$ cat src/rtl/boot_shadow_pkg.sv
package boot_shadow_pkg;

    typedef enum logic [1:0] {
        ACC_IDLE  = 2'd0,
        ACC_READ  = 2'd1,
        ACC_WRITE = 2'd2
    } acc_t;

    typedef struct packed {
        logic ram_hit;
        logic rom_hit;
        logic last_hit;
    } dec_t;

    typedef struct packed {
        logic rom_sel;
        logic ram_sel;
        logic ram_we;
    } sel_t;

    // a write strobe wins over a read strobe in the same cycle
    function automatic acc_t acc_of(input logic rd, input logic wr);
        if (wr)
            return ACC_WRITE;
        else if (rd)
            return ACC_READ;
        else
            return ACC_IDLE;
    endfunction

    function automatic logic is_pow2(input int n);
        return (n > 0) && ((n & (n - 1)) == 0);
    endfunction

endpackage

$ cat src/rtl/boot_shadow_decode.sv
module boot_shadow_decode
    import boot_shadow_pkg::*;
#(
    parameter int AW        = 8,
    parameter int ROM_WORDS = 16,
    parameter int RAM_WORDS = 192
) (
    input  logic [AW-1:0] addr,
    output dec_t          dec
);
    localparam logic [AW:0]   RAM_LIM = (AW+1)'(RAM_WORDS);
    localparam logic [AW:0]   ROM_LIM = (AW+1)'(ROM_WORDS);
    localparam logic [AW-1:0] LAST_A  = AW'(ROM_WORDS - 1);
    localparam int            RB      = $clog2(ROM_WORDS);

    logic ram_hit;
    logic rom_win;

    // existing RAM decoder
    assign ram_hit = ({1'b0, addr} < RAM_LIM);

    generate
        if (is_pow2(ROM_WORDS) && (RB < AW)) begin : g_mask
            // power-of-two window: only the upper bits need to be zero
            assign rom_win = ~|addr[AW-1:RB];
        end else begin : g_cmp
            assign rom_win = ({1'b0, addr} < ROM_LIM);
        end
    endgenerate

    always_comb begin
        dec.ram_hit  = ram_hit;
        dec.rom_hit  = ram_hit & rom_win;   // the added gate
        dec.last_hit = (addr == LAST_A);
    end
endmodule

$ cat src/rtl/boot_shadow_state.sv
module boot_shadow_state (
    input  logic clk,
    input  logic rst,
    input  logic access,
    input  logic last_hit,
    output logic ovl
);
    logic ovl_q;
    logic pend_q;

    always_ff @(posedge clk) begin
        if (rst) begin
            ovl_q  <= 1'b1;
            pend_q <= 1'b0;
        end else begin
            if (ovl_q && access && last_hit)
                pend_q <= 1'b1;
            // clear on the trailing edge of the triggering access
            if (ovl_q && pend_q && !access) begin
                ovl_q  <= 1'b0;
                pend_q <= 1'b0;
            end
        end
    end

    assign ovl = ovl_q;

    // reset arms the overlay
    p_reset_sets_r1: assert property (@(posedge clk) rst |=> ovl_q);

    // once cleared, only reset brings it back
    p_no_rearm_r9: assert property (@(posedge clk) disable iff (rst)
        !ovl_q |=> !ovl_q);

    // no clear while a strobe is still active
    p_hold_busy_r7: assert property (@(posedge clk) disable iff (rst)
        (ovl_q && access) |=> ovl_q);
endmodule

$ cat src/rtl/boot_shadow_route.sv
module boot_shadow_route
    import boot_shadow_pkg::*;
(
    input  acc_t acc,
    input  dec_t dec,
    input  logic ovl,
    output sel_t sel
);
    always_comb begin
        sel = '0;
        unique case (acc)
            ACC_WRITE: begin
                sel.ram_sel = dec.ram_hit;
                sel.ram_we  = dec.ram_hit;
            end
            ACC_READ: begin
                if (ovl && dec.rom_hit)
                    sel.rom_sel = 1'b1;
                else
                    sel.ram_sel = dec.ram_hit;
            end
            default: sel = '0;
        endcase
    end
endmodule

$ cat src/rtl/boot_shadow_map.sv
module boot_shadow_map
    import boot_shadow_pkg::*;
#(
    parameter int AW        = 8,
    parameter int ROM_WORDS = 16,
    parameter int RAM_WORDS = 192
) (
    input  logic          clk,
    input  logic          rst,
    input  logic [AW-1:0] addr,
    input  logic          rd,
    input  logic          wr,
    output logic          rom_sel,
    output logic          ram_sel,
    output logic          ram_we,
    output logic          overlay
);
    acc_t acc;
    dec_t dec;
    sel_t sel;
    logic ovl;

    assign acc = acc_of(rd, wr);

    boot_shadow_decode #(
        .AW(AW), .ROM_WORDS(ROM_WORDS), .RAM_WORDS(RAM_WORDS)
    ) u_dec (
        .addr (addr),
        .dec  (dec)
    );

    boot_shadow_state u_state (
        .clk      (clk),
        .rst      (rst),
        .access   (acc != ACC_IDLE),
        .last_hit (dec.last_hit),
        .ovl      (ovl)
    );

    boot_shadow_route u_route (
        .acc (acc),
        .dec (dec),
        .ovl (ovl),
        .sel (sel)
    );

    assign rom_sel = sel.rom_sel;
    assign ram_sel = sel.ram_sel;
    assign ram_we  = sel.ram_we;
    assign overlay = ovl;

    // no bus contention
    p_mutex_r6: assert property (@(posedge clk) disable iff (rst)
        !(rom_sel && ram_sel));

    // ROM only while overlaid
    p_rom_needs_ovl_r8: assert property (@(posedge clk) disable iff (rst)
        rom_sel |-> (overlay && rd && !wr));

    // write enable only on a write
    p_we_needs_wr_r3: assert property (@(posedge clk) disable iff (rst)
        ram_we |-> (wr && ram_sel));

    // the overlay falls only after an idle cycle
    p_fall_after_idle_r7: assert property (@(posedge clk) disable iff (rst)
        $fell(overlay) |-> $past(!rd && !wr));
endmodule

$ cat config.mk
export PLATFORM = sky130hd
export DESIGN_NAME = boot_shadow_map
export DESIGN_NICKNAME = d
export VERILOG_FILES = /design/src/rtl/boot_shadow_pkg.sv /design/src/rtl/boot_shadow_decode.sv /design/src/rtl/boot_shadow_state.sv /design/src/rtl/boot_shadow_route.sv /design/src/rtl/boot_shadow_map.sv
export SDC_FILE = /design/constraint.sdc
export NUM_CORES = 1
export LEC_CHECK = 0
export BUFFER_PORTS_ARGS = -buffer_cell sky130_fd_sc_hd__buf_2
export CAP_MARGIN = 20
export CORE_AREA = 3 3 40 42
export DETAILED_ROUTE_END_ITERATION = 10
export DIE_AREA = 0 0 43 45
export GPL_ROUTABILITY_DRIVEN = 0
export PLACE_DENSITY = 0.38
export SLEW_MARGIN = 25
export SYNTH_ARGS = -nofsm -noshare
export SYNTH_HDL_FRONTEND = slang
export SYNTH_SLANG_ARGS = --single-unit
$ cat constraint.sdc
create_clock -name clk -period 1.8 [get_ports clk]
set_input_delay 0.27 -clock clk [delete_from_list [all_inputs] [get_ports clk]]
set_output_delay 0.27 -clock clk [all_outputs]
set_load 0.02 [all_outputs]
==> metrics.md, run 1 <==
| Metric | Value |
|---|---|
| Flops & latches, synth | `2` |
| Post-synth net total | `28` |
| Post-DP HPWL | `339 µm` |
| Worst-case vdd ir drop | `0.000216 V` |
| Reg area | `40.0 µm²` |
| Critical path's slowest cell | `nor4_2` |
| Hold Crit Class | `in2reg` |
| Detailed-route via count | `181` |
| Cts hold-fix bufs | `0` |
| Tightest Pin Transition | `0.237 ns` |
| Unrepaired setup endpoints after global routing | `no` |
| N_diodes | `0` |
| CP endpoint kind | `primary output` |
| Final Instance Area | `254 µm²` |
| CTS Buffer Depth | `2` |
| Max transition margin | `84.2%` |
| Vias in the first global route | `192` |
| Post-CTS Setup Inserts | `0` |
| Crit share post-route | `81.1%` |
| Root Driver | `clkbuf_4` |
| Initial DRC Count | `0` |
| Fill count | `140` |
| CTS tree | `done` |
| Slew Viols, Final | `0` |
| Fin nets | `48` |
| Synth-to-layout area growth | `84.5%` |
| WP data required | `1.53 ns` |
| Post-CTS sizing | `0` |
| Pwr Density | `691 nW/µm²` |
| Global Route Usage Sum | `5.15%` |
| Top post-synthesis cells by area | `dfxtp_1 29%, o41ai_2 12%, nor4_2 9.1%, nand2_1 8.2%, a211o_1 6.4%` |
| # setup viols final | `0` |
| Die Height | `45 µm` |
| Setup CP Type | `in2out` |
| First-pass GRT wire length | `676 µm` |
| WP data arrival | `1.19 ns` |
| Setup TNS | `0 ns` |
| Mapped Avg Cell Area | `8.60 µm²` |
| Status | `finished, final reports clean` |
| Worst Skew | `0.000774 ns` |
| Port buffer count | `15` |
| Die area | `1940 µm²` |
| Maximum fanout along the worst path | `3` |
| Routed Antenna Nets | `0` |
| Layout cells sized above 1 | `61.8%` |
| Max_cap viols | `0` |
| Clock Sinks | `2` |
| Netlist cell types | `13` |
| Clock slew at reported path FFs | `0.03 ns` |
| Largest net degree at the start of global routing | `5` |
| Tmin final | `1.46 ns` |
| Critical Path, Cell by Cell | `buf_2 -> nor4_2 -> nand2_1 -> a31o_2 -> buf_2` |
| Synth Warn # | `0` |
| Post-synthesis sequential area ratio | `29.1%` |
| Initial antenna violation count | `0` |
| Largest stage delay, worst path | `0.26 ns` |
| Num CTS Buffers | `3` |
| Die W | `43 µm` |
| Wire length per cell | `8.37 µm` |
| Initial Utilization | `10.7%` |
| Post-synth top area cell | `dfxtp_1` |
| Final Hold Viols | `0` |
| Multi-input gate area | `93.8 µm²` |
| CTS H-tree lvls | `1` |
| Core area | `1280 µm²` |
| Max Clk Rate | `685 MHz` |
| Cell area after synthesis | `138 µm²` |
| Synthesized netlist cell count | `16` |
| Leading cell type in the layout, fill and taps excluded | `buf_2` |
| Top cell type's share of synthesized area | `29.1%` |
| Leak | `0.116 nW` |
| Cell Area, Placed | `231 µm²` |
| CP most frequent cell | `buf_2` |
| Routed wire length | `410 µm` |
| WHS | `0.257 ns` |
| Drt first pass iters | `1` |
| Final Core Density | `19.8%` |
| Cell Rows | `13` |
| Routed vias/inst | `3.69` |
| Residual DRC | `0` |
| Gr ovfl total | `0` |
| Number of placed I/O pins | `16` |
| Later-pin clock latency in the skew report | `0.22 ns` |
| Most frequent cells in the layout | `15 x buf_2, 3 x nand2_1, 3 x clkbuf_4` |
| CP Launch Type | `input pin` |
## routing by layer
metal	part of all wire [%]	GRT usage, %	up-vias
li1	-	-	96
met5	0	0	-
met3	24	2.39	0
met2	33	6.89	16
met1	43	5.04	69
met4	0	7.23	0
## flip-flops by register name (all words and copies together) (netlist names)
register        flops
u_state.pend_q      1
u_state.ovl         1
## area by class of cell
cell class / instances / area share [%]
inverters: 1 / 1.48
flip-flops and latches: 2 / 15.8
clock buffers: 3 / 8.87
multi-input cells: 13 / 36.9
well taps: 15 / 7.39
repair buffers: 15 / 29.6
## worst max-delay path, delay by kind of cell
family	cells	cell delay [ns]
and+or+nand+nor	2	0.40
buffers and inverters	2	0.26
AOI/OAI and AO/OA	1	0.26
## report_power, final
group | internal (W) | switching [W] | total [W]
Sequential | 0.0000448 | 0.0000000423 | 0.0000448
Clock | 0.0000736 | 0.0000257 | 0.0000993
Combinational | 0.0000156 | 0.0000159 | 0.0000315
Total | 0.000134 | 0.0000416 | 0.000176
## cell usage after synthesis, drive strengths merged
library cell,instances
o41ai,1
a21o,1
nand2,3
nand2b,1
inv,1
nand3,1
nor2,1
nor3b,1
nor4,1
a31o,1
dfxtp,2
and2,1
a211o,1
## metrics by stage
stage	worst slack [ns]	std cells	total power [W]
finish	0.340	49	0.000176
global route	0.219	49	0.000183
CTS	0.340	49	0.000183
detailed placement	0.343	46	0.0000773
global placement	0.336	46	0.0000775
floorplan	0.338	16	0.0000589
## kinds of logic after synthesis
logic type / after synthesis / synth area share (%)
and+or+nand+nor: 9 / 38.2
AOI/OAI and AO/OA: 4 / 30.0
DFF: 2 / 29.1
buffers and inverters: 1 / 2.72
## worst paths after layout
path                                startpoint              to  slack (ns)  cells after the start
worst max-delay path                   addr[6]         ram_sel        0.34                      5
worst min-delay path                       rst     u_state.ovl        0.26                      2
worst max register to register     u_state.ovl  u_state.pend_q        0.89                      2
worst min register to register  u_state.pend_q     u_state.ovl        0.48                      2
No activity file was read; power rests on OpenSTA's default activity.
==> inputs of run 2 (changes only) <==
clock period = 1.45 ns   (was 1.8 ns; I/O delays follow)
==> metrics.md, run 2 (same netlist as run 1, synthesis figures left out) <==
| Metric | Value |
|---|---|
| Leak | `0.116 nW (about the same)` |
| First-pass GRT wire length | `724 µm (+7.1%)` |
| Clock slew at reported path FFs | `0.03 ns (about the same)` |
| Setup WS pre-CTS | `0.101 ns (-0.242 ns)` |
| CP top delay family | `simple AND/OR/NAND/NOR gates` |
| Tightest Pin Transition | `0.228 ns (-0.00905 ns)` |
| Worst-case vdd ir drop | `0.000293 V (+35%)` |
| Unrepaired setup endpoints after global routing | `no` |
| WP data arrival | `1.14 ns (-0.05 ns)` |
| Drt first pass iters | `2 (+1)` |
| Routed wire length | `441 µm (+7.6%)` |
| Global Route Usage Sum | `5.40% (+0.24 points)` |
| Die Height | `45 µm (unchanged)` |
| Largest net degree at the start of global routing | `5 (unchanged)` |
| Switching power | `0.0000511 W (+23%)` |
| Comb power frac | `18.2% (+0.3 points)` |
| Wire length per cell | `9.00 µm (+7.6%)` |
| Hold Crit Class | `in2reg` |
| Status | `finished, final reports clean` |
| CTS Buffer Depth | `2 (unchanged)` |
| Initial antenna violation count | `0 (unchanged)` |
| Most frequent cells in the layout | `14 x buf_2, 3 x nand2_1, 3 x clkbuf_4` |
| WHS | `0.210 ns (-0.0469 ns)` |
| Leading cell type in the layout, fill and taps excluded | `buf_2` |
| CTS tree | `done` |
| Core area | `1280 µm² (unchanged)` |
| Final setup margin | `0.0943 ns (-0.246 ns)` |
| Residual DRC | `0 (unchanged)` |
| Initial Utilization | `10.7% (unchanged)` |
| Critical Path, Cell by Cell | `buf_2 -> nor4_2 -> nand2_1 -> a31o_2 -> buf_2` |
| CP Launch Type | `input pin` |
| Pwr Density | `848 nW/µm² (+23%)` |
| Max transition margin | `84.8% (+0.61 points)` |
| Worst Skew | `0.00329 ns (+0.00252 ns)` |
| Num CTS Buffers | `3 (unchanged)` |
| Fill count | `137 (-2.1%)` |
| CP endpoint kind | `primary output` |
| Detailed-route via count | `190 (+5.0%)` |
| Setup CP Type | `in2out` |
| CTS H-tree lvls | `1 (unchanged)` |
| Max Clk Rate | `738 MHz` |
| Initial DRC Count | `1 (+1)` |
| Slew Viols, Final | `0 (unchanged)` |
| Fin nets | `48 (unchanged)` |
| Critical path's slowest cell | `nor4_2` |
| Cell Rows | `13 (unchanged)` |
| Routed vias/inst | `3.88 (+5.0%)` |
| # setup viols final | `0 (unchanged)` |
| Synth-to-layout area growth | `86.4%` |
| Gr ovfl total | `0 (unchanged)` |
| Die area | `1940 µm² (unchanged)` |
| Setup TNS | `0 ns (unchanged)` |
| Root Driver | `clkbuf_4` |
| Final Core Density | `20.0% (+0.19 points)` |
| Number of placed I/O pins | `16 (unchanged)` |
| WP data required | `1.23 ns (-0.30 ns)` |
| Vias in the first global route | `186 (-3.1%)` |
| Clock Power Share | `56.2% (-0.3 points)` |
| Port buffer count | `15 (unchanged)` |
| Tmin final | `1.36 ns` |
| Final Hold Viols | `0 (unchanged)` |
| PnR Total Power | `0.000217 W (+24%)` |
| N_diodes | `0 (unchanged)` |
| Maximum fanout along the worst path | `3 (unchanged)` |
| Layout cells sized above 1 | `61.8% (unchanged)` |
| Cts hold-fix bufs | `0 (unchanged)` |
| Max_cap viols | `0 (unchanged)` |
| P_int | `0.000166 W (+24%)` |
| Switching share of total power | `23.5% (-0.19 points)` |
| Largest stage delay, worst path | `0.26 ns (about the same)` |
| CP most frequent cell | `buf_2` |
| Die W | `43 µm (unchanged)` |
| Later-pin clock latency in the skew report | `0.22 ns (about the same)` |
| Seq pwr share | `25.6% (about the same)` |
| Clock Sinks | `2 (unchanged)` |
| Crit share post-route | `93.5%` |
| Routed Antenna Nets | `0 (unchanged)` |
| WP buf/inv | `2 (unchanged)` |
run 2: changes by cell type in the layout (fill, tap and decap cells not counted):
| cell | change |
|---|---|
| buf_2 | -1 |
| buf_4 | +1 |
run 2: layer usage:
metal	track usage (%)	share of wire (%)	routed length, µm
met5	0	0	0
met4	3.61	0	0
met3	4.38	23	103
met2	6.29	29	128
met1	6.46	48	210
run 2: stage by stage:
step	instances	area, µm²
after floorplan	16	138
after global placement	46	231
after detailed placement	46	231
after CTS	49	254
after global routing	49	256
final	49	256
run 2: repair_timing:
item	CTS	global route
setup endpoints to repair	0	1
buffers inserted	0	0
resized for setup	0	1
run 2: path summary, 6_finish.rpt:
kind / cells after the start / endpoint / from / slack (ns)
max: 5 / ram_sel / addr[6] / 0.09
min reg2reg: 2 / u_state.ovl / u_state.pend_q / 0.49
min: 2 / u_state.ovl / rst / 0.21
max reg2reg: 2 / u_state.pend_q / u_state.ovl / 0.53
run 2: layout make-up:
type                       instances  area (µm²)  area share, %
inverter                           1        3.75           1.46
clock buffer                       3        22.5           8.78
timing repair buffer              15        77.6           30.2
sequential                         2        40.0           15.6
tap                               15        18.8           7.32
multi-input combinational         13        93.8           36.6
run 2: power groups by stage:
stage | Clock (W) | Sequential, W | Combinational, W
2_1_floorplan | 0 | 0.0000563 | 0.0000168
3_3_place_gp | 0 | 0.0000563 | 0.0000399
3_5_place_dp | 0 | 0.0000563 | 0.0000398
4_1_cts | 0.000129 | 0.0000556 | 0.0000399
5_1_grt | 0.000133 | 0.0000556 | 0.0000444
6_report | 0.000122 | 0.0000556 | 0.0000396
run 2: worst reg2reg max path, delay by kind of cell, from the launching register on:
| family | cells | cell delay, ns |
|---|---|---|
| AO/OA/AOI/OAI | 1 | 0.33 |
| flip-flops | 1 | 0.37 |
| AND/OR/NAND/NOR | 1 | 0.13 |
==> inputs of run 3 (changes only) <==
ABC_AREA = 1   (was not set)
PLACE_DENSITY = 0.4   (was 0.38)
==> metrics.md, run 3 <==
| Metric | Value |
|---|---|
| First-pass GRT wire length | `655 µm (-9.5%)` |
| Initial DRC Count | `3 (+2)` |
| Netlist cell types | `9 (-4)` |
| R2R setup slack | `0.65 ns (+0.12 ns)` |
| Worst-case reg-to-reg path depth | `4 (+2)` |
| Core area | `1280 µm² (unchanged)` |
| Leak | `0.176 nW (+52%)` |
| Slew Viols, Final | `0 (unchanged)` |
| Largest stage delay, worst path | `0.39 ns (+0.13 ns)` |
| Cell Rows | `13 (unchanged)` |
| Cell area after synthesis | `164 µm² (+19%)` |
| Worst path depth | `3 (-2)` |
| Layout cells sized above 1 | `43.8% (-18 points)` |
| Number of placed I/O pins | `16 (unchanged)` |
| Global Route Usage Sum | `5.15% (-0.24 points)` |
| Routed vias/inst | `3.48 (-10%)` |
| Drt first pass iters | `2 (unchanged)` |
| CTS Buffer Depth | `2 (unchanged)` |
| Leading cell type in the layout, fill and taps excluded | `buf_2` |
| Gr busiest metal | `met2` |
| CP Launch Type | `register` |
| Wire length per cell | `7.03 µm (-22%)` |
| FF-to-FF End | `u_state.pend_q` |
| Initial antenna violation count | `0 (unchanged)` |
| Hold Path Stages | `3 (+1)` |
| Port buffer count | `15 (unchanged)` |
| Worst-case vdd ir drop | `0.000373 V (+28%)` |
| CTS H-tree lvls | `1 (unchanged)` |
| DP Cell Count | `60 (+30%)` |
| Post-synth top area cell | `dfxtp_1` |
| Routing usage on met3 | `3.59% (-0.80 points)` |
| Post-DP HPWL | `372 µm` |
| Cts hold-fix bufs | `0 (unchanged)` |
| Layout Cells excl Fill | `63 (+29%)` |
| Fill count | `157 (+15%)` |
| Post-synth EDFFs | `0 (unchanged)` |
| Setup CP Type | `reg2out` |
| Num CTS Buffers | `3 (unchanged)` |
| Met1 global-route usage | `5.04% (-1.4 points)` |
| Critical Path, Cell by Cell | `nand2_2 -> nor3b_2 -> buf_2` |
| Post-CTS sizing | `0 (unchanged)` |
| CP top delay family | `flip-flops` |
| Mapped Avg Cell Area | `5.46 µm² (-36%)` |
| Top post-synthesis cells by area | `dfxtp_1 24%, nand2_1 23%, inv_1 18%, nand3_1 9.2%, nor3b_2 7.6%` |
| # setup viols final | `0 (unchanged)` |
| Vias in the first global route | `176 (-5.4%)` |
| Post-synthesis sequential area ratio | `24.4% (-4.7 points)` |
| Largest net degree at the start of global routing | `6 (+1)` |
| Unrepaired setup endpoints after global routing | `no` |
| Global routing usage on met2 | `6.89% (+0.60 points)` |
| Max Clk Rate | `816 MHz (+11%)` |
| Top cell type's share of synthesized area | `24.4% (-4.7 points)` |
| Later-pin clock latency in the skew report | `0.22 ns (about the same)` |
| WP buf/inv | `1 (-1)` |
| Detailed-route via count | `219 (+15%)` |
| Gr ovfl total | `0 (unchanged)` |
| Reg area | `40.0 µm² (unchanged)` |
| Most numerous cell in the Yosys netlist | `nand2_1` |
| Pwr Density | `781 nW/µm² (-7.8%)` |
| Root Driver | `clkbuf_4` |
| WP data arrival | `1.01 ns (-0.13 ns)` |
| Max transition margin | `88.7% (+4.0 points)` |
| Post-CTS Setup Inserts | `0 (unchanged)` |
| Setup TNS | `0 ns (unchanged)` |
| Synthesized netlist cell count | `30 (+14)` |
| Multi-input gate area | `93.8 µm² (unchanged)` |
| Status | `finished, final reports clean` |
| WP data required | `1.23 ns (about the same)` |
| Crit share post-route | `84.5% (-9.0 points)` |
| Final Instance Area | `280 µm² (+9.3%)` |
| Post-synth net total | `42 (+50%)` |
| Setup crit start | `u_state.ovl` |
| Reg2reg start | `u_state.ovl` |
| End of the critical path | `rom_sel` |
| Tightest Pin Transition | `0.169 ns (-0.0590 ns)` |
| Flops & latches, synth | `2 (unchanged)` |
| Synth Flop Type | `dfxtp_1` |
| Synth-to-layout area growth | `71.0%` |
| Worst Skew | `0.00411 ns (+0.000822 ns)` |
| Routed Antenna Nets | `0 (unchanged)` |
| Critical path's slowest cell | `dfxtp_1` |
| Maximum fanout along the worst path | `5 (+2)` |
| Routed wire length | `443 µm (+0.45%)` |
| Final Hold Viols | `0 (unchanged)` |
| Die W | `43 µm (unchanged)` |
| CTS tree | `done` |
| Fin nets | `62 (+29%)` |
| Die area | `1940 µm² (unchanged)` |
| PnR Total Power | `0.000219 W (+0.69%)` |
| N_diodes | `0 (unchanged)` |
| Initial Utilization | `12.8% (+2.0 points)` |
| Most frequent cells in the layout | `15 x buf_2, 10 x nand2_1, 8 x inv_1` |
| Post-synth top cells | `10 x nand2_1, 8 x inv_1, 3 x nand3_1, 3 x nor2_1, 2 x dfxtp_1` |
| Tmin final | `1.23 ns (-0.130 ns)` |
| Clock slew at reported path FFs | `0.03 ns (about the same)` |
| CP endpoint kind | `primary output` |
| Cell Area, Placed | `258 µm² (+11%)` |
| Hold Crit Class | `in2reg` |
| Die Height | `45 µm (unchanged)` |
| Clock Sinks | `2 (unchanged)` |
| Max_cap viols | `0 (unchanged)` |
| Residual DRC | `0 (unchanged)` |
| WHS | `0.196 ns (-0.0143 ns)` |
| Synth Warn # | `0 (unchanged)` |
| Post-synthesis async set-or-reset flop share | `0% (unchanged)` |
[run 3: worst min-delay path by stage]
stage	from	to	slack (ns)
finish	rst	u_state.ovl	0.20
global route	rst	u_state.ovl	0.20
CTS	rst	u_state.ovl	0.19
detailed placement	rst	u_state.ovl	0.42
global placement	rst	u_state.ovl	0.42
floorplan	rst	u_state.ovl	0.32
[run 3: kinds of logic after synthesis]
kind of cell | share of synthesized area [%]
AOI/OAI and AO/OA | 3.05
DFF | 24.4
and+or+nand+nor | 54.2
buffers and inverters | 18.3
[run 3: cell type report]
cell class	count	area share, %
clock buffer	3	8.04
inverter	8	10.7
multi-input combinational	20	33.5
sequential	2	14.3
tap	15	6.70
timing repair buffer	15	26.8
[run 3: metrics by stage]
step                worst slack [ns]  util (%)
floorplan                      0.320         -
global route                   0.154      21.8
global placement               0.297      20.1
finish                         0.225      21.8
CTS                            0.194      21.8
detailed placement             0.286      20.1
[run 3: worst reg2reg max path: cells and delay by family, from the launching register on]
kind	cells	cell delay, ns
AND/OR/NAND/NOR	2	0.18
buffers and inverters	1	0.06
AO/OA/AOI/OAI	1	0.12
flip-flops	1	0.39
[run 3: power by group]
| part | total (W) | switching (W) | internal [W] |
|---|---|---|---|
| clock | 0.000121 | 0.0000298 | 0.0000911 |
| sequential | 0.0000557 | 0.0000000829 | 0.0000556 |
| combinational | 0.0000423 | 0.0000225 | 0.0000198 |
| total | 0.000219 | 0.0000524 | 0.000167 |
[run 3: per-layer routing]
layer / up-vias / routed length, µm / share of wire, %
met1: 86 / 186 / 42
met2: 10 / 207 / 47
met5: - / 0 / 0
met3: 0 / 48 / 11
met4: 0 / 0 / 0
li1: 123 / - / -
